===== src/rtl/bcnt_pkg.sv =====
package bcnt_pkg;

  typedef enum logic [1:0] {
    SZ_LONG = 2'b00,
    SZ_BYTE = 2'b01,
    SZ_WORD = 2'b10,
    SZ_LINE = 2'b11
  } xferSize_e;

  typedef enum logic {
    ST_IDLE = 1'b0,
    ST_RUN  = 1'b1
  } runState_e;

  // Strobes issued by the control to the datapath
  typedef struct packed {
    logic loadCount;  // store the software write data
    logic armSize;    // capture the transfer size for a new block
    logic decCount;   // take one step off the count
  } ctrlStrobes_t;

endpackage


===== src/rtl/bcnt_datapath.sv =====
module bcnt_datapath
  import bcnt_pkg::*;
#(
  parameter int CNT_W      = 24,
  parameter int NARROW_W   = 16,
  parameter int LINE_BYTES = 16
) (
  input  logic             clk,
  input  logic             rstN,
  input  logic             wide,
  input  logic [1:0]       xferSize,
  input  logic [CNT_W-1:0] wrData,
  input  ctrlStrobes_t     strobes,
  output logic [CNT_W-1:0] effCount,
  output logic [CNT_W-1:0] stepBytes,
  output logic             cntZero,
  output logic             cntAligned,
  output logic             lastBeat
);

  localparam logic [CNT_W-1:0] FULL_MASK = '1;

  logic [CNT_W-1:0] narrowMask;
  logic [CNT_W-1:0] widthMask;
  logic [CNT_W-1:0] countQ;
  logic [CNT_W-1:0] nextCount;
  logic [CNT_W-1:0] probeStep;
  xferSize_e        sizeQ;

  generate
    if (CNT_W > NARROW_W) begin : g_narrow
      assign narrowMask = {{(CNT_W-NARROW_W){1'b0}}, {NARROW_W{1'b1}}};
    end else begin : g_same
      assign narrowMask = FULL_MASK;
    end
  endgenerate

  function automatic logic [CNT_W-1:0] stepFor(input xferSize_e sz);
    case (sz)
      SZ_BYTE: stepFor = CNT_W'(1);
      SZ_WORD: stepFor = CNT_W'(2);
      SZ_LINE: stepFor = CNT_W'(LINE_BYTES);
      default: stepFor = CNT_W'(4);
    endcase
  endfunction

  assign widthMask = wide ? FULL_MASK : narrowMask;
  assign effCount  = countQ & widthMask;

  // The step used while running comes from the captured size.
  // The alignment probe uses the size that is live at the start request.
  assign stepBytes  = stepFor(sizeQ);
  assign probeStep  = stepFor(xferSize_e'(xferSize));
  assign cntAligned = ((effCount & (probeStep - CNT_W'(1))) == '0);
  assign cntZero    = (effCount == '0);
  assign nextCount  = (effCount - stepBytes) & widthMask;
  assign lastBeat   = (nextCount == '0);

  always_ff @(posedge clk or negedge rstN) begin
    if (!rstN) begin
      countQ <= '0;
    end else if (strobes.loadCount) begin
      countQ <= wrData & widthMask;
    end else if (strobes.decCount) begin
      countQ <= nextCount;
    end
  end

  always_ff @(posedge clk or negedge rstN) begin
    if (!rstN) begin
      sizeQ <= SZ_LONG;
    end else if (strobes.armSize) begin
      sizeQ <= xferSize_e'(xferSize);
    end
  end

endmodule


===== src/rtl/bcnt_control.sv =====
module bcnt_control
  import bcnt_pkg::*;
(
  input  logic         clk,
  input  logic         rstN,
  input  logic         regWrEn,
  input  logic         startReq,
  input  logic         wrAddrDone,
  input  logic         statusWrEn,
  input  logic [1:0]   statusClr,
  input  logic         cntZero,
  input  logic         cntAligned,
  input  logic         lastBeat,
  output ctrlStrobes_t strobes,
  output logic         busy,
  output logic         doneFlag,
  output logic         cfgErr
);

  runState_e stateQ, stateD;
  logic      doneQ, doneD;
  logic      errQ, errD;
  logic      startOk;
  logic      startBad;
  logic      startEmpty;
  logic      startRun;
  logic      finishBeat;

  // A start is taken only when idle with both flags clear.
  // The flag values before this edge decide.
  assign startOk    = startReq && (stateQ == ST_IDLE) && !doneQ && !errQ;
  assign startBad   = startOk && !cntAligned;
  assign startEmpty = startOk && cntAligned && cntZero;
  assign startRun   = startOk && cntAligned && !cntZero;
  assign finishBeat = (stateQ == ST_RUN) && wrAddrDone && lastBeat;

  always_comb begin
    strobes.loadCount = regWrEn && (stateQ == ST_IDLE) && !startReq;
    strobes.armSize   = startRun;
    strobes.decCount  = (stateQ == ST_RUN) && wrAddrDone;
  end

  always_comb begin
    stateD = stateQ;
    if (startRun) begin
      stateD = ST_RUN;
    end else if (finishBeat) begin
      stateD = ST_IDLE;
    end
  end

  always_comb begin
    doneD = doneQ && !(statusWrEn && statusClr[0]);
    errD  = errQ  && !(statusWrEn && statusClr[1]);
    if (finishBeat || startEmpty) begin
      doneD = 1'b1;
    end
    if (startBad) begin
      errD = 1'b1;
    end
  end

  always_ff @(posedge clk or negedge rstN) begin
    if (!rstN) begin
      stateQ <= ST_IDLE;
      doneQ  <= 1'b0;
      errQ   <= 1'b0;
    end else begin
      stateQ <= stateD;
      doneQ  <= doneD;
      errQ   <= errD;
    end
  end

  assign busy     = (stateQ == ST_RUN);
  assign doneFlag = doneQ;
  assign cfgErr   = errQ;

endmodule


===== src/rtl/dma_byte_tracker.sv =====
module dma_byte_tracker
  import bcnt_pkg::*;
#(
  parameter int BUS_W      = 32,
  parameter int CNT_W      = 24,
  parameter int NARROW_W   = 16,
  parameter int LINE_BYTES = 16
) (
  input  logic             clk,
  input  logic             rstN,
  input  logic             regWrEn,
  input  logic [BUS_W-1:0] regWrData,
  input  logic             wide,
  input  logic [1:0]       xferSize,
  input  logic             startReq,
  input  logic             wrAddrDone,
  input  logic             statusWrEn,
  input  logic [1:0]       statusWrData,
  output logic [BUS_W-1:0] remCount,
  output logic             busy,
  output logic             doneFlag,
  output logic             cfgErr
);

  ctrlStrobes_t     strobes;
  logic [CNT_W-1:0] effCount;
  logic [CNT_W-1:0] stepBytes;
  logic             cntZero;
  logic             cntAligned;
  logic             lastBeat;

  generate
    if (BUS_W > CNT_W) begin : g_upper
      logic unusedUpper;
      assign unusedUpper = ^regWrData[BUS_W-1:CNT_W];
    end
  endgenerate

  bcnt_datapath #(
    .CNT_W     (CNT_W),
    .NARROW_W  (NARROW_W),
    .LINE_BYTES(LINE_BYTES)
  ) u_dp (
    .clk       (clk),
    .rstN      (rstN),
    .wide      (wide),
    .xferSize  (xferSize),
    .wrData    (regWrData[CNT_W-1:0]),
    .strobes   (strobes),
    .effCount  (effCount),
    .stepBytes (stepBytes),
    .cntZero   (cntZero),
    .cntAligned(cntAligned),
    .lastBeat  (lastBeat)
  );

  bcnt_control u_ctl (
    .clk       (clk),
    .rstN      (rstN),
    .regWrEn   (regWrEn),
    .startReq  (startReq),
    .wrAddrDone(wrAddrDone),
    .statusWrEn(statusWrEn),
    .statusClr (statusWrData),
    .cntZero   (cntZero),
    .cntAligned(cntAligned),
    .lastBeat  (lastBeat),
    .strobes   (strobes),
    .busy      (busy),
    .doneFlag  (doneFlag),
    .cfgErr    (cfgErr)
  );

  assign remCount = BUS_W'(effCount);

endmodule


===== config.mk =====
export PLATFORM = sky130hd
export DESIGN_NAME = dma_byte_tracker
export DESIGN_NICKNAME = d
export VERILOG_FILES = /design/src/rtl/bcnt_pkg.sv /design/src/rtl/bcnt_datapath.sv /design/src/rtl/bcnt_control.sv /design/src/rtl/dma_byte_tracker.sv
export SDC_FILE = /design/constraint.sdc
export NUM_CORES = 1
export LEC_CHECK = 0
export BUFFER_PORTS_ARGS = -buffer_cell sky130_fd_sc_hd__buf_2
export CELL_PAD_IN_SITES_DETAIL_PLACEMENT = 0
export CELL_PAD_IN_SITES_GLOBAL_PLACEMENT = 1
export CORE_MARGIN = 3
export CORE_UTILIZATION = 34
export DETAILED_ROUTE_END_ITERATION = 10
export GPL_ROUTABILITY_DRIVEN = 0
export MAX_ROUTING_LAYER = met4
export PLACE_DENSITY_LB_ADDON = 0.1
export SLEW_MARGIN = 20
export SYNTH_ARGS = -nofsm -noshare
export SYNTH_HDL_FRONTEND = slang
export SYNTH_SLANG_ARGS = --single-unit

===== constraint.sdc =====
create_clock -name clk -period 3 [get_ports clk]
set_clock_uncertainty 0.2 [all_clocks]
set_input_delay 0.15 -clock clk [delete_from_list [all_inputs] [get_ports clk]]
set_output_delay 0.15 -clock clk [all_outputs]
set_load 0.02 [all_outputs]

# Word-level counts from Yosys, hierarchy flattened
# Index checks and enable logic that the tools add are counted.
# op_classes
reduce_logical,28
muxes,9
n_eq_ne,6
add_sub_neg,2
bitwise_logic,5
# op_table
cell,n
AND 24 bit,4
logical NOT 24 bit,3
2-to-1 mux 24 bit,3
one-hot mux 5 bit (3 select lines),2
subtractor 24 x 5 -> 24 bit,1
logical AND 1 bit,15
"equality test 2 bit, second input constant",4
logical NOT 1 bit,7
"subtractor 5 x 1 -> 6 bit, second input constant",1
"equality test 2 x 1 -> 1 bit, second input constant",2
2-to-1 mux 1 bit,4
nonzero test 2 bit,2
logical OR 1 bit,1
inverter 1 bit,1
# totals
regBits,29
out_inout_bits,35

# Logic depth before layout (Yosys ltp)
# Gate-level depths: netlist (run 1).
# depth
depth_word,9
mapped_depth,11

# By module
# Synthesis (run 1) repeated with hierarchy kept, for this count alone.
# unflattened
hier_cells,313
hier_area_um2,2613.8
# by_module_without_submodules
mod,n_inst,cells_each,area_each_um2,seq_area_each_um2
bcnt_datapath,1,285,2366.0,650.6
bcnt_control,1,19,183.9,75.1
dma_byte_tracker,1,9,63.8,0.0

# Least setup slack after synthesis (run 1)
# Ideal clock, no wire load.
# synth_timing
kind,register to register
startpoint,register u_dp.sizeQ[0]
endpoint,register u_ctl.stateQ (netlist: u_ctl.busy)
n_path_buf,0
setup_time_ps,126
t_arrival_ps,2667
required_time_ps,2674
stages_incl_launch_ff,9
path_slack_ps,6
path_cell_list,dfrtp_1 > or2_2 > ha_1 > a211o_1 > o21ai_0 > nand3_1 > xnor2_1 > o41a_1 > a311o_1
# synth_via
elab_chain_cells,7
word_cells_on_any_way,9
cone_classes,add/sub: 1; eq/ne: 3; mux: 1; bitwise: 1; reduce/logical: 3
# synth_rtl
element,line_no,rtl
from (decl),bcnt_datapath.sv:28,xferSize_e sizeQ;
from (signal assigned),bcnt_datapath.sv:73,sizeQ <= xferSize_e'(xferSize);
equality test 2 bit or equality test 2 x 1 -> 1 bit (tied branches),bcnt_datapath.sv:39,case (sz)
one-hot mux 5 bit (3 select lines) (*),bcnt_datapath.sv:39,
subtractor 24 x 5 -> 24 bit (*),bcnt_datapath.sv:56,assign nextCount = (effCount - stepBytes) & widthMask;
AND 24 bit (*),bcnt_datapath.sv:56,
logical NOT 24 bit (*),bcnt_datapath.sv:57,assign lastBeat = (nextCount == '0);
logical AND 1 bit (*),bcnt_control.sv:35,assign finishBeat = (stateQ == ST_RUN) && wrAddrDone && lastBeat;
nonzero test 2 bit (no source line) (*),-,
to (signal assigned),bcnt_control.sv:69,stateQ <= stateD;
to (decl),bcnt_control.sv:20,"runState_e stateQ, stateD;"
# Mark *: on every way between the ends. The rest lies on a longest branch, timed or not.
# A chain may end at the register's enable or synchronous reset.

# Worst setup path after layout (run 1)
# Ends and elaborated chain as after synthesis.

==> qor.log, run 1 <==
qor: die.rows 30
qor: layout.area_delta_synth_final 39.65%
qor: route.avgRoutedWirePerCell 16.63 um
qor: clocking.clock_latency 290 ps
qor: die.die-area 0.008367 mm2
qor: clocking.tritoncts_num_sinks 29
qor: setup_path.worst-r2r-cell-count 9
qor: synthesis.synth_area_per_cell 8.197 um2
qor: placement.port_buffers 61
qor: run_status.status finished clean
qor: placement.place_inst 460
qor: setup_path.worst_path_arrival_time 2950 ps
qor: route.ant_nets 0
qor: power.power_leakage 0.001587 uW
qor: timing.final-hold-violation-count 0
qor: synthesis.dominant_combinational_cell_family_by_area_after_synthesis simple AND/OR/NAND/NOR gates
qor: synthesis.synth.mux.area_fraction 1.310%
qor: layout.antenna_cells_inserted 0
qor: global_routing.via_count_of_the_first_global_routing_pass 2,645
qor: route.post_drt_via_cell_ratio 5.319
qor: route.detail_route.iter0.violations 130
qor: hold_path.hp-start regWrData[18]
qor: synthesis.yosys.area_share.adder 4.836%
qor: timing.period_share 99.11%
qor: die.dieWidth 91.47 um
qor: global_routing.grt_max_degree 30
qor: power.total_power 3589 uW
qor: clocking.cts_buffers 5
qor: hold_path.hold_class in -> reg
qor: route.num_vias 2,670
qor: setup_path.setup.worst_path.start_class flip-flop
qor: global_routing.grt_first_pass_wirelength 13.66 mm
qor: hold_path.hold_end u_dp.countQ[18]
qor: synthesis.synthXorXnorAreaFrac 2.821%
qor: die.dieHeight 91.47 um
qor: synthesis.synth_flop_type sky130_fd_sc_hd__dfrtp_1
qor: clocking.ctsHtreeMaxLevel 2
qor: die.coreArea 0.006944 mm2
qor: synthesis.synth-compound-area-share 23.88%
qor: hold_path.min_path_cells 4
qor: synthesis.postSynthCellCount 303
qor: global_routing.groute.usage.overall 20.87%
qor: setup_path.cp_data_required_time 2980 ps
qor: clocking.cts_tree yes
qor: die.io_pins 78
qor: timing.timing_max_transition_violations_final 0
qor: setup_path.critPathCaptureType flip-flop
qor: clocking.clk_pin_slew 70 ps
qor: power.pwr_density_cell 1035 mW/mm2
qor: power.vdd_drop_max 0.0004108 V
qor: timing.setup_viol 0
qor: clocking.max-clock-path-buffers 2
qor: synthesis.synth_sequential_area_ratio 29.22%
qor: layout.finalNonFillerCells 502
qor: global_routing.antenna_found_initial 0
qor: synthesis.synth_edf_count 0
qor: layout.finalNetCount 457
qor: timing.maxClockFrequency 336.3 MHz
qor: timing.actual_slew_at_the_worst_max_slew_pin 754.5 ps
qor: setup_path.reg2reg_to u_ctl.busy
qor: global_routing.gr-total-overflow 0
qor: flow_run.drv.max_cap_violation_count 0
qor: timing.whs 47.54 ps
qor: synthesis.synth_simple_gate_area_share 26.90%
qor: setup_path.cp_max_fo 6
qor: route.drcViolationCount 0
qor: timing.finalSetupTns 0 ps
qor: layout.final_layout_fill_cell_count 684
qor: synthesis.synth_cell_area 0.002484 mm2
qor: setup_path.worstSetupPathType reg -> reg
qor: route.finalWirelength 8.348 mm
qor: synthesis.netlist_cell_types 57
qor: setup_path.crit-reg2reg-launch u_dp.sizeQ[0]
qor: layout.sequential_cell_area 725.7 um2
qor: die.initial_core_util 35.77%
qor: placement.place_hpwl 5.919 mm
qor: timing.worst_slew_margin_relative_to_its_limit 49.51%
qor: timing.unrepaired_setup_endpoints_after_global_routing yes
qor: timing.final.min_clock_period 2973 ps
qor: setup_path.rrSetupSlack 30 ps
qor: layout.post_route_cells_drive_above_1_share 34.73%
qor: synthesis.synthArstFlopShare 100.0%
qor: layout.multi_input_comb_area 0.001599 mm2
qor: route.first_pass_iters 5
qor: synthesis.synth.yosys.warnings 0
qor: synthesis.ys_seq_elements 29
qor: clocking.cts.root.buffer_cell sky130_fd_sc_hd__clkbuf_8
per-stage QoR:
stage | util, % | area (um2) | setup slack (ps)
floorplan | - | 2510 | 6.273
global placement | 42.18 | 2929 | -66.48
detailed placement | 42.18 | 2929 | -157.0
CTS | 49.08 | 3408 | -8.480
global route | 49.95 | 3468 | -123.4
finish | 49.95 | 3468 | 26.81
worst max-delay path by stage:
| stage | start | endpoint |
|---|---|---|
| floorplan | u_dp.sizeQ[0] | u_ctl.busy |
| global placement | u_dp.sizeQ[0] | u_ctl.busy |
| detailed placement | u_dp.sizeQ[0] | u_ctl.busy |
| CTS | u_dp.sizeQ[1] | u_ctl.busy |
| global route | u_dp.sizeQ[1] | u_ctl.busy |
| finish | u_dp.sizeQ[0] | u_ctl.busy |
registers in the layout (all words and copies together), names as in the netlist:
signal and count:
u_ctl.busy 1, u_dp.countQ 24, u_dp.sizeQ 2, u_ctl.doneFlag 1
u_ctl.cfgErr 1
cell type report:
type | count | area share (%)
multi-input combinational | 236 | 46.10
timing repair buffer | 126 | 24.89
sequential | 29 | 20.92
tap | 96 | 3.463
clock buffer | 5 | 1.984
clock inverter | 3 | 1.876
inverter | 7 | 0.7576
cells in the mapped netlist (6+ instances only):
master                      n  area [um2]
sky130_fd_sc_hd__a21oi_1    9       45.04
sky130_fd_sc_hd__or4_1      7       52.55
sky130_fd_sc_hd__nand2_1   34       127.6
sky130_fd_sc_hd__clkbuf_1  10       37.54
sky130_fd_sc_hd__ha_1       8       100.1
sky130_fd_sc_hd__inv_1      7       26.28
sky130_fd_sc_hd__o21ai_0   24       120.1
sky130_fd_sc_hd__buf_4     24       180.2
sky130_fd_sc_hd__nor4_1     9       56.30
sky130_fd_sc_hd__and2_1     9       56.30
sky130_fd_sc_hd__dfrtp_1   29       725.7
sky130_fd_sc_hd__nor2b_1    6       37.54
sky130_fd_sc_hd__a221o_1    9       90.09
sky130_fd_sc_hd__nor3_1    12       60.06
sky130_fd_sc_hd__nand3_1   10       50.05
sky130_fd_sc_hd__nor2_1    16       60.06
sky130_fd_sc_hd__a22oi_1    7       52.55
power breakdown:
| group | switching (uW) | internal, uW | leakage [uW] |
|---|---|---|---|
| clock | 176 | 330 | 0.0000681 |
| combinational | 1270 | 1090 | 0.00114 |
| sequential | 197 | 529 | 0.000377 |
| total | 1640 | 1950 | 0.00159 |
layout by cell type, fill, tap and decap left out, drive strengths merged, types with 7 or more instances in the layout:
cell type	instances
inv	7
nor4	9
nor3	12
nand3	10
o21ai	24
nand2	34
and2	11
nor2	16
ha	8
a221o	9
a21oi	9
buf	98
conb	8
dlygate4sd3	28
dfrtp	29
or4	7
a22oi	7
cells by family (layout without fill, tap and decap cells):
group,after synthesis,count (layout)
and+or+nand+nor,126,126
AOI/OAI and AO/OA,82,82
buffers and inverters,45,141
DFF,29,29
adders and majority gates,9,9
xor gates and xnor gates,8,8
muxes,3,3
other,1,8
worst max-delay path: stages, from the launching register on:
cell and delay (ps):
sky130_fd_sc_hd__dfrtp_1 380, sky130_fd_sc_hd__buf_4 140, sky130_fd_sc_hd__or2_4 250, sky130_fd_sc_hd__ha_4 270, sky130_fd_sc_hd__a211o_1 270, sky130_fd_sc_hd__o21a_1 180
sky130_fd_sc_hd__or4_4 430, sky130_fd_sc_hd__mux2i_2 210, sky130_fd_sc_hd__o2111ai_1 150, sky130_fd_sc_hd__a311o_1 360
routing by layer:
layer / track usage, % / part of all wire (%) / routed length (um)
met1: 28.43 / 47 / 3912
met2: 32.87 / 46 / 3859
met3: 2.734 / 5.7 / 477
met4: 4.899 / 1.2 / 98
met5: - / 0 / 0
repair_timing:
| action | 4_1_cts | 5_1_grt |
|---|---|---|
| pin swaps | 7 | 10 |
| buffers inserted | 4 | 2 |
| resized for setup | 8 | 10 |
| hold buffers | 28 | 0 |
| endpoints found under the setup margin | 2 | 6 |
| hold endpoints to repair | 55 | 0 |
(Power assumes the default switching activity.)
==> inputs of run 2 (changes only) <==
- HOLD_SLACK_MARGIN: not set -> 0.02
- REMOVE_ABC_BUFFERS: not set -> 1
==> qor.log, run 2 (synthesis gave the netlist of run 1 again) <==
qor: setup_path.worst-r2r-cell-count 8 [was 9]
qor: layout.final_design_area_no_fill 0.003482 mm2 [was 0.003468 mm2]
qor: setup_path.critPathCaptureType flip-flop [unchanged]
qor: layout.finalNonFillerCells 504 [was 502]
qor: die.die-area 0.008367 mm2 [unchanged]
qor: layout.commonest_cells_after_routing_fill_and_taps_aside sky130_fd_sc_hd__buf_2 (61), sky130_fd_sc_hd__buf_4 (40), sky130_fd_sc_hd__nand2_1 (34), sky130_fd_sc_hd__dfrtp_1 (29), sky130_fd_sc_hd__dlygate4sd3_1 (27) [was sky130_fd_sc_hd__buf_2 (61), sky130_fd_sc_hd__buf_4 (37), sky130_fd_sc_hd__nand2_1 (34), sky130_fd_sc_hd__dfrtp_1 (29), sky130_fd_sc_hd__dlygate4sd3_1 (28)]
qor: timing.period_share 99.22% [was 99.11%]
qor: timing.maxClockFrequency 336.0 MHz [was 336.3 MHz]
qor: setup_path.rrSetupSlack 20 ps [was 30 ps]
qor: placement.port_buffers 61 [unchanged]
qor: timing.timing_max_transition_violations_final 0 [unchanged]
qor: clocking.max-clock-path-buffers 2 [unchanged]
qor: clocking.cts_buffers 5 [unchanged]
qor: timing.worst_slew_margin_relative_to_its_limit 50.32% [was 49.51%]
qor: route.post_drt_via_cell_ratio 5.333 [was 5.319]
qor: power.power_frac_clock 9.6% [was 14.1%]
qor: timing.final-hold-violation-count 0 [unchanged]
qor: route.detail_route.iter0.violations 86 [was 130]
qor: power.sequentialPowerShare 20.2% [about the same]
qor: die.coreArea 0.006944 mm2 [unchanged]
qor: setup_path.worst_path_arrival_time 2940 ps [was 2950 ps]
qor: setup_path.cp_launch_point u_dp.sizeQ[1] [was u_dp.sizeQ[0]]
qor: power.total_power 3536 uW [was 3589 uW]
qor: die.dieHeight 91.47 um [unchanged]
qor: layout.largest_register u_dp.countQ [unchanged]
qor: route.num_vias 2,688 [was 2,670]
qor: die.rows 30 [unchanged]
qor: placement.place_hpwl 6.167 mm [was 5.919 mm]
qor: route.first_pass_iters 4 [was 5]
qor: timing.actual_slew_at_the_worst_max_slew_pin 745.1 ps [was 754.5 ps]
qor: clocking.clk_pin_slew 70 ps [about the same]
qor: die.dieWidth 91.47 um [unchanged]
qor: placement.place_area 0.002967 mm2 [was 0.002929 mm2]
qor: power.vdd_drop_max 0.0003267 V [was 0.0004108 V]
qor: layout.post_route_cells_drive_above_1_share 35.29% [was 34.73%]
qor: global_routing.gr-total-overflow 0 [unchanged]
qor: global_routing.grt_max_degree 30 [unchanged]
qor: setup_path.timing.critical_path.to u_ctl.busy [unchanged]
qor: hold_path.hold_class in -> reg [unchanged]
qor: clocking.cts_tree yes [unchanged]
qor: placement.place_inst 465 [was 460]
qor: timing.finalSetupTns 0 ps [unchanged]
qor: layout.largest_registers u_dp.countQ x24, u_dp.sizeQ x2 [unchanged]
qor: flow_run.drv.max_cap_violation_count 0 [unchanged]
qor: die.initial_core_util 35.77% [unchanged]
qor: power.power.switching_fraction 46.79% [was 45.75%]
qor: power.power_leakage 0.001588 uW [was 0.001587 uW]
qor: layout.area_delta_synth_final 40.20% [was 39.65%]
qor: global_routing.antenna_found_initial 0 [unchanged]
qor: setup_path.cp_data_required_time 2960 ps [was 2980 ps]
qor: clocking.ctsHtreeMaxLevel 2 [unchanged]
qor: global_routing.grt_first_pass_wirelength 14.15 mm [was 13.66 mm]
qor: setup_path.worstSetupPathType reg -> reg [unchanged]
qor: setup_path.cp_max_fo 4 [was 6]
qor: route.finalWirelength 8.735 mm [was 8.348 mm]
qor: timing.unrepaired_setup_endpoints_after_global_routing yes [unchanged]
qor: layout.antenna_cells_inserted 0 [unchanged]
qor: route.avgRoutedWirePerCell 17.33 um [was 16.63 um]
qor: route.drcViolationCount 0 [unchanged]
qor: setup_path.reg2reg_to u_ctl.busy [unchanged]
qor: clocking.clock_latency 280 ps [was 290 ps]
qor: setup_path.setup.worst_path.start_class flip-flop [unchanged]
qor: power.power_frac_comb 70.2% [was 65.7%]
qor: global_routing.via_count_of_the_first_global_routing_pass 2,694 [was 2,645]
qor: layout.finalNetCount 460 [was 457]
qor: die.io_pins 78 [unchanged]
qor: timing.final.min_clock_period 2977 ps [was 2973 ps]
qor: power.power.internal 1881 uW [was 1947 uW]
qor: route.ant_nets 0 [unchanged]
qor: clocking.tritoncts_num_sinks 29 [unchanged]
qor: timing.whs 8.222 ps [was 47.54 ps]
qor: clocking.cts.root.buffer_cell sky130_fd_sc_hd__clkbuf_8 [unchanged]
qor: layout.mostFrequentLayoutCell sky130_fd_sc_hd__buf_2 [unchanged]
qor: layout.largest_register_ffs 24 [unchanged]
qor: power.pwr_density_cell 1015 mW/mm2 [was 1035 mW/mm2]
qor: power.p_switching 1654 uW [was 1642 uW]
qor: global_routing.groute.usage.overall 21.86% [was 20.87%]
qor: run_status.status finished clean [unchanged]
qor: timing.setup_viol 0 [unchanged]
qor: layout.final_layout_fill_cell_count 692 [was 684]
qor: setup_path.crit-reg2reg-launch u_dp.sizeQ[1] [was u_dp.sizeQ[0]]
run 2: changes by cell type in the layout (fill, tap and decap cells not counted), sizes merged:
cell         before  now
buf              98  102
bufinv            2    0
clkbuf            5    7
clkinv            1    0
dlygate4sd3      28   27
run 2: final cells by class:
class / count / area [um2] / area share [%]
clock buffer: 7 / 86.33 / 2.479
tap: 96 / 120.1 / 3.450
sequential: 29 / 725.7 / 20.84
inverter: 7 / 26.28 / 0.7546
multi-input combinational: 236 / 1637 / 47.00
timing repair buffer: 129 / 887.1 / 25.48
run 2: through the flow:
| step | setup WS [ps] | util [%] |
|---|---|---|
| 2_1_floorplan | -215.1 | - |
| 3_3_place_gp | -91.97 | 42.72 |
| 3_5_place_dp | -125.0 | 42.72 |
| 4_1_cts | 15.62 | 49.03 |
| 5_1_grt | -114.5 | 50.14 |
| 6_report | 23.39 | 50.14 |
run 2: timing repair:
item / 4_1_cts / 5_1_grt
hold buffers: 27 / 0
setup endpoints to repair: 3 / 4
pin swaps: 5 / 8
gates resized for setup: 13 / 10
hold endpoints to repair: 54 / 0
setup buffers: 3 / 2
run 2: worst min path at each step:
| stage | start | to | slack (ps) | cells after the start |
|---|---|---|---|---|
| floorplan | rstN | u_ctl.busy | -350 | 0 |
| global placement | rstN | u_dp.countQ[14] | 50 | 1 |
| detailed placement | rstN | u_dp.countQ[15] | 60 | 1 |
| CTS | regWrData[18] | u_dp.countQ[18] | 20 | 4 |
| global route | regWrData[18] | u_dp.countQ[18] | 50 | 4 |
| finish | regWrData[23] | u_dp.countQ[23] | 8 | 3 |
run 2: worst max-delay path, stage by stage (launching register included):
cell,delay (ps)
sky130_fd_sc_hd__dfrtp_1,420
sky130_fd_sc_hd__buf_4,140
sky130_fd_sc_hd__nand2_1,50
sky130_fd_sc_hd__ha_1,200
sky130_fd_sc_hd__or4_4,590
sky130_fd_sc_hd__or4_4,540
sky130_fd_sc_hd__mux2i_4,210
sky130_fd_sc_hd__o2111ai_2,140
sky130_fd_sc_hd__a311o_1,360
run 2: power by group through the flow:
stage / Sequential, uW / Combinational [uW] / Clock, uW
floorplan: 832 / 1110 / 0
global placement: 700 / 2170 / 0
detailed placement: 700 / 2170 / 0
CTS: 704 / 2340 / 353
global route: 739 / 2710 / 368
finish: 714 / 2480 / 339
run 2: per-layer routing:
| layer | vias up | part of all wire, % | global-route usage, % |
|---|---|---|---|
| met4 | 0 | 0.85 | 4.020 |
| met3 | 6 | 3.9 | 2.900 |
| met2 | 67 | 49 | 37.13 |
| li1 | 1310 | - | - |
| met5 | - | 0 | - |
| met1 | 1305 | 46 | 27.98 |
==> inputs of run 3 (changes only) <==
--- a/config.mk
+++ b/config.mk
@@ -11,3 +11,3 @@
 export CORE_MARGIN = 3
-export CORE_UTILIZATION = 34
+export CORE_UTILIZATION = 35
 export DETAILED_ROUTE_END_ITERATION = 10
==> constraint.sdc (replaced) <==
create_clock -name clk -period 3.6 [get_ports clk]
set_clock_uncertainty 0.2 [all_clocks]
set_input_delay 0.9 -clock clk [delete_from_list [all_inputs] [get_ports clk]]
set_output_delay 0.9 -clock clk [all_outputs]
set_load 0.02 [all_outputs]
==> qor.log, run 3 (synthesis gave the netlist of run 1 again) <==
qor: global_routing.grt_first_pass_wirelength 12.20 mm [was 14.15 mm]
qor: route.ant_nets 0 [unchanged]
qor: setup_path.setup.worst_path.start_class flip-flop [unchanged]
qor: power.power_leakage 0.001301 uW [was 0.001588 uW]
qor: global_routing.via_count_of_the_first_global_routing_pass 2,299 [was 2,694]
qor: power.pwr_density_cell 840.5 mW/mm2 [was 1015 mW/mm2]
qor: layout.final_util 41.72% [was 50.14%]
qor: setup_path.worst_path_arrival_time 3260 ps [was 2940 ps]
qor: setup_path.crit-reg2reg-launch u_dp.sizeQ[0] [was u_dp.sizeQ[1]]
qor: layout.post_route_cells_drive_above_1_share 27.22% [was 35.29%]
qor: global_routing.antenna_found_initial 0 [unchanged]
qor: clocking.post_cts_buffers 0 [was 3]
qor: power.power.switching_fraction 50.21% [was 46.79%]
qor: timing.timing_max_transition_violations_final 0 [unchanged]
qor: die.io_pins 78 [unchanged]
qor: run_status.status finished clean [unchanged]
qor: power.p_switching 1203 uW [was 1654 uW]
qor: setup_path.cp_max_fo 5 [was 4]
qor: clocking.cts.root.buffer_cell sky130_fd_sc_hd__clkbuf_8 [unchanged]
qor: setup_path.timing.critical_path.to u_ctl.busy [unchanged]
qor: global_routing.groute.usage.overall 19.45% [was 21.86%]
qor: route.post_drt_via_cell_ratio 5.454 [was 5.333]
qor: power.power_frac_comb 61.6% [was 70.2%]
qor: layout.finalNetCount 401 [was 460]
qor: route.detail_route.iter0.violations 114 [was 86]
qor: power.sequentialPowerShare 26.6% [was 20.2%]
qor: layout.antenna_cells_inserted 0 [unchanged]
qor: global_routing.gr-total-overflow 0 [unchanged]
qor: clocking.tritoncts_num_sinks 29 [unchanged]
qor: hold_path.hold_class reg -> reg [was in -> reg]
qor: placement.port_buffers 61 [unchanged]
qor: placement.pre_cts_ws 323.2 ps [was -125.0 ps]
qor: route.avgRoutedWirePerCell 17.20 um [was 17.33 um]
qor: setup_path.cp_data_required_time 3560 ps [was 2960 ps]
qor: die.die-area 0.008143 mm2 [was 0.008367 mm2]
qor: route.first_pass_iters 4 [unchanged]
qor: global_routing.layer_carrying_the_most_global_route_usage met2 [unchanged]
qor: power.power.internal 1193 uW [was 1881 uW]
qor: power.power_frac_clock 11.8% [was 9.6%]
qor: placement.place_hpwl 5.587 mm [was 6.167 mm]
qor: timing.unrepaired_setup_endpoints_after_global_routing no [was yes]
qor: global_routing.grt_max_degree 30 [unchanged]
qor: setup_path.worstSetupPathType reg -> reg [unchanged]
qor: timing.period_share 91.61% [was 99.22%]
qor: timing.final.min_clock_period 3298 ps [was 2977 ps]
qor: route.drcViolationCount 0 [unchanged]
qor: clocking.cts_buffers 5 [unchanged]
qor: clocking.max-clock-path-buffers 2 [unchanged]
qor: route.num_vias 2,427 [was 2,688]
qor: die.initial_core_util 36.36% [was 35.77%]
qor: timing.finalSetupTns 0 ps [unchanged]
qor: timing.maxClockFrequency 303.2 MHz [was 336.0 MHz]
qor: die.coreArea 0.006832 mm2 [was 0.006944 mm2]
qor: timing.setup_viol 0 [unchanged]
qor: power.vdd_drop_max 0.0002302 V [was 0.0003267 V]
qor: timing.actual_slew_at_the_worst_max_slew_pin 701.4 ps [was 745.1 ps]
qor: clocking.hold_buffers 0 [was 27]
qor: setup_path.critPathCaptureType flip-flop [unchanged]
qor: timing.layout_setup_ws 302.2 ps [was 23.39 ps]
qor: timing.worst_slew_margin_relative_to_its_limit 53.24% [was 50.32%]
qor: die.rows 30 [unchanged]
qor: layout.mostFrequentLayoutCell sky130_fd_sc_hd__buf_2 [unchanged]
qor: timing.final-hold-violation-count 0 [unchanged]
qor: global_routing.met3_track_demand_over_resource 3.849% [was 2.900%]
qor: layout.largest_register_ffs 24 [unchanged]
qor: layout.commonest_cells_after_routing_fill_and_taps_aside sky130_fd_sc_hd__buf_2 (61), sky130_fd_sc_hd__nand2_1 (34), sky130_fd_sc_hd__dfrtp_1 (29), sky130_fd_sc_hd__o21ai_0 (24), sky130_fd_sc_hd__nor2_1 (16) [was sky130_fd_sc_hd__buf_2 (61), sky130_fd_sc_hd__buf_4 (40), sky130_fd_sc_hd__nand2_1 (34), sky130_fd_sc_hd__dfrtp_1 (29), sky130_fd_sc_hd__dlygate4sd3_1 (27)]
qor: route.finalWirelength 7.654 mm [was 8.735 mm]
qor: setup_path.rrSetupSlack 300 ps [was 20 ps]
qor: clocking.ctsHtreeMaxLevel 2 [unchanged]
qor: global_routing.grt_use_met2 31.49% [was 37.13%]
qor: layout.largest_register u_dp.countQ [unchanged]
qor: clocking.cts_resized 0 [was 13]
qor: global_routing.grt.met1_usage 25.10% [was 27.98%]
qor: clocking.cts_tree yes [unchanged]
qor: die.dieHeight 90.24 um [was 91.47 um]
qor: setup_path.worst-r2r-cell-count 10 [was 8]
qor: clocking.clock_latency 280 ps [about the same]
qor: flow_run.drv.max_cap_violation_count 0 [unchanged]
qor: setup_path.cp_launch_point u_dp.sizeQ[0] [was u_dp.sizeQ[1]]
qor: setup_path.reg2reg_to u_ctl.busy [unchanged]
qor: layout.area_delta_synth_final 14.76% [was 40.20%]
qor: timing.whs 364.3 ps [was 8.222 ps]
qor: layout.largest_registers u_dp.countQ x24, u_dp.sizeQ x2 [unchanged]
qor: clocking.clk_pin_slew 70 ps [about the same]
qor: die.dieWidth 90.24 um [was 91.47 um]
## run 3: cell types whose count changed in the layout (fill, tap and decap cells not counted), sizes merged
cell / previous run / this run
buf: 102 / 70
dlygate4sd3: 27 / 0
## run 3: power by group through the flow
stage	clock (uW)	combinational, uW	sequential, uW
detailed placement	0	1460	642
global route	307	1650	662
floorplan	0	924	694
finish	282	1470	638
CTS	292	1470	636
global placement	0	1460	642
## run 3: worst max-delay path: stages (launching register included)
cell and delay [ps]:
sky130_fd_sc_hd__dfrtp_1 390, sky130_fd_sc_hd__nor2b_1 160, sky130_fd_sc_hd__ha_1 170, sky130_fd_sc_hd__inv_1 60
sky130_fd_sc_hd__fa_1 420, sky130_fd_sc_hd__a211o_1 320, sky130_fd_sc_hd__a211oi_1 470, sky130_fd_sc_hd__xnor2_1 200
sky130_fd_sc_hd__o2111ai_1 180, sky130_fd_sc_hd__o41a_1 340, sky130_fd_sc_hd__a311o_1 260
## run 3: area by class of cell
class / instances / area (um2)
well taps: 96 / 120.1
repair buffers: 70 / 372.9
inverters: 7 / 26.28
multi-input cells: 236 / 1519
clock buffers: 7 / 86.33
flip-flops and latches: 29 / 725.7
fillers: 749 / 3981
## run 3: layer usage
layer	up-vias	part of all wire, %
li1	1194	-
met1	1150	46
met2	75	47
met3	8	6.4
met4	0	1.2
met5	-	0
## run 3: metrics by stage
step | std cells | instance area (um2) | power [uW]
global route | 445 | 2850 | 2619
global placement | 438 | 2764 | 2103
CTS | 445 | 2850 | 2399
detailed placement | 438 | 2764 | 2106
finish | 445 | 2850 | 2396
floorplan | 272 | 2266 | 1618
## run 3: how the worst min path moves through the flow
stage          depth (start not counted)           from  slack [ps]            end
2_1_floorplan                          1  u_dp.sizeQ[0]         320  u_dp.sizeQ[0]
3_3_place_gp                           1   u_ctl.cfgErr         340   u_ctl.cfgErr
3_5_place_dp                           1   u_ctl.cfgErr         350   u_ctl.cfgErr
4_1_cts                                1   u_ctl.cfgErr         370   u_ctl.cfgErr
5_1_grt                                1   u_ctl.cfgErr         390   u_ctl.cfgErr
6_report                               1   u_ctl.cfgErr         360   u_ctl.cfgErr
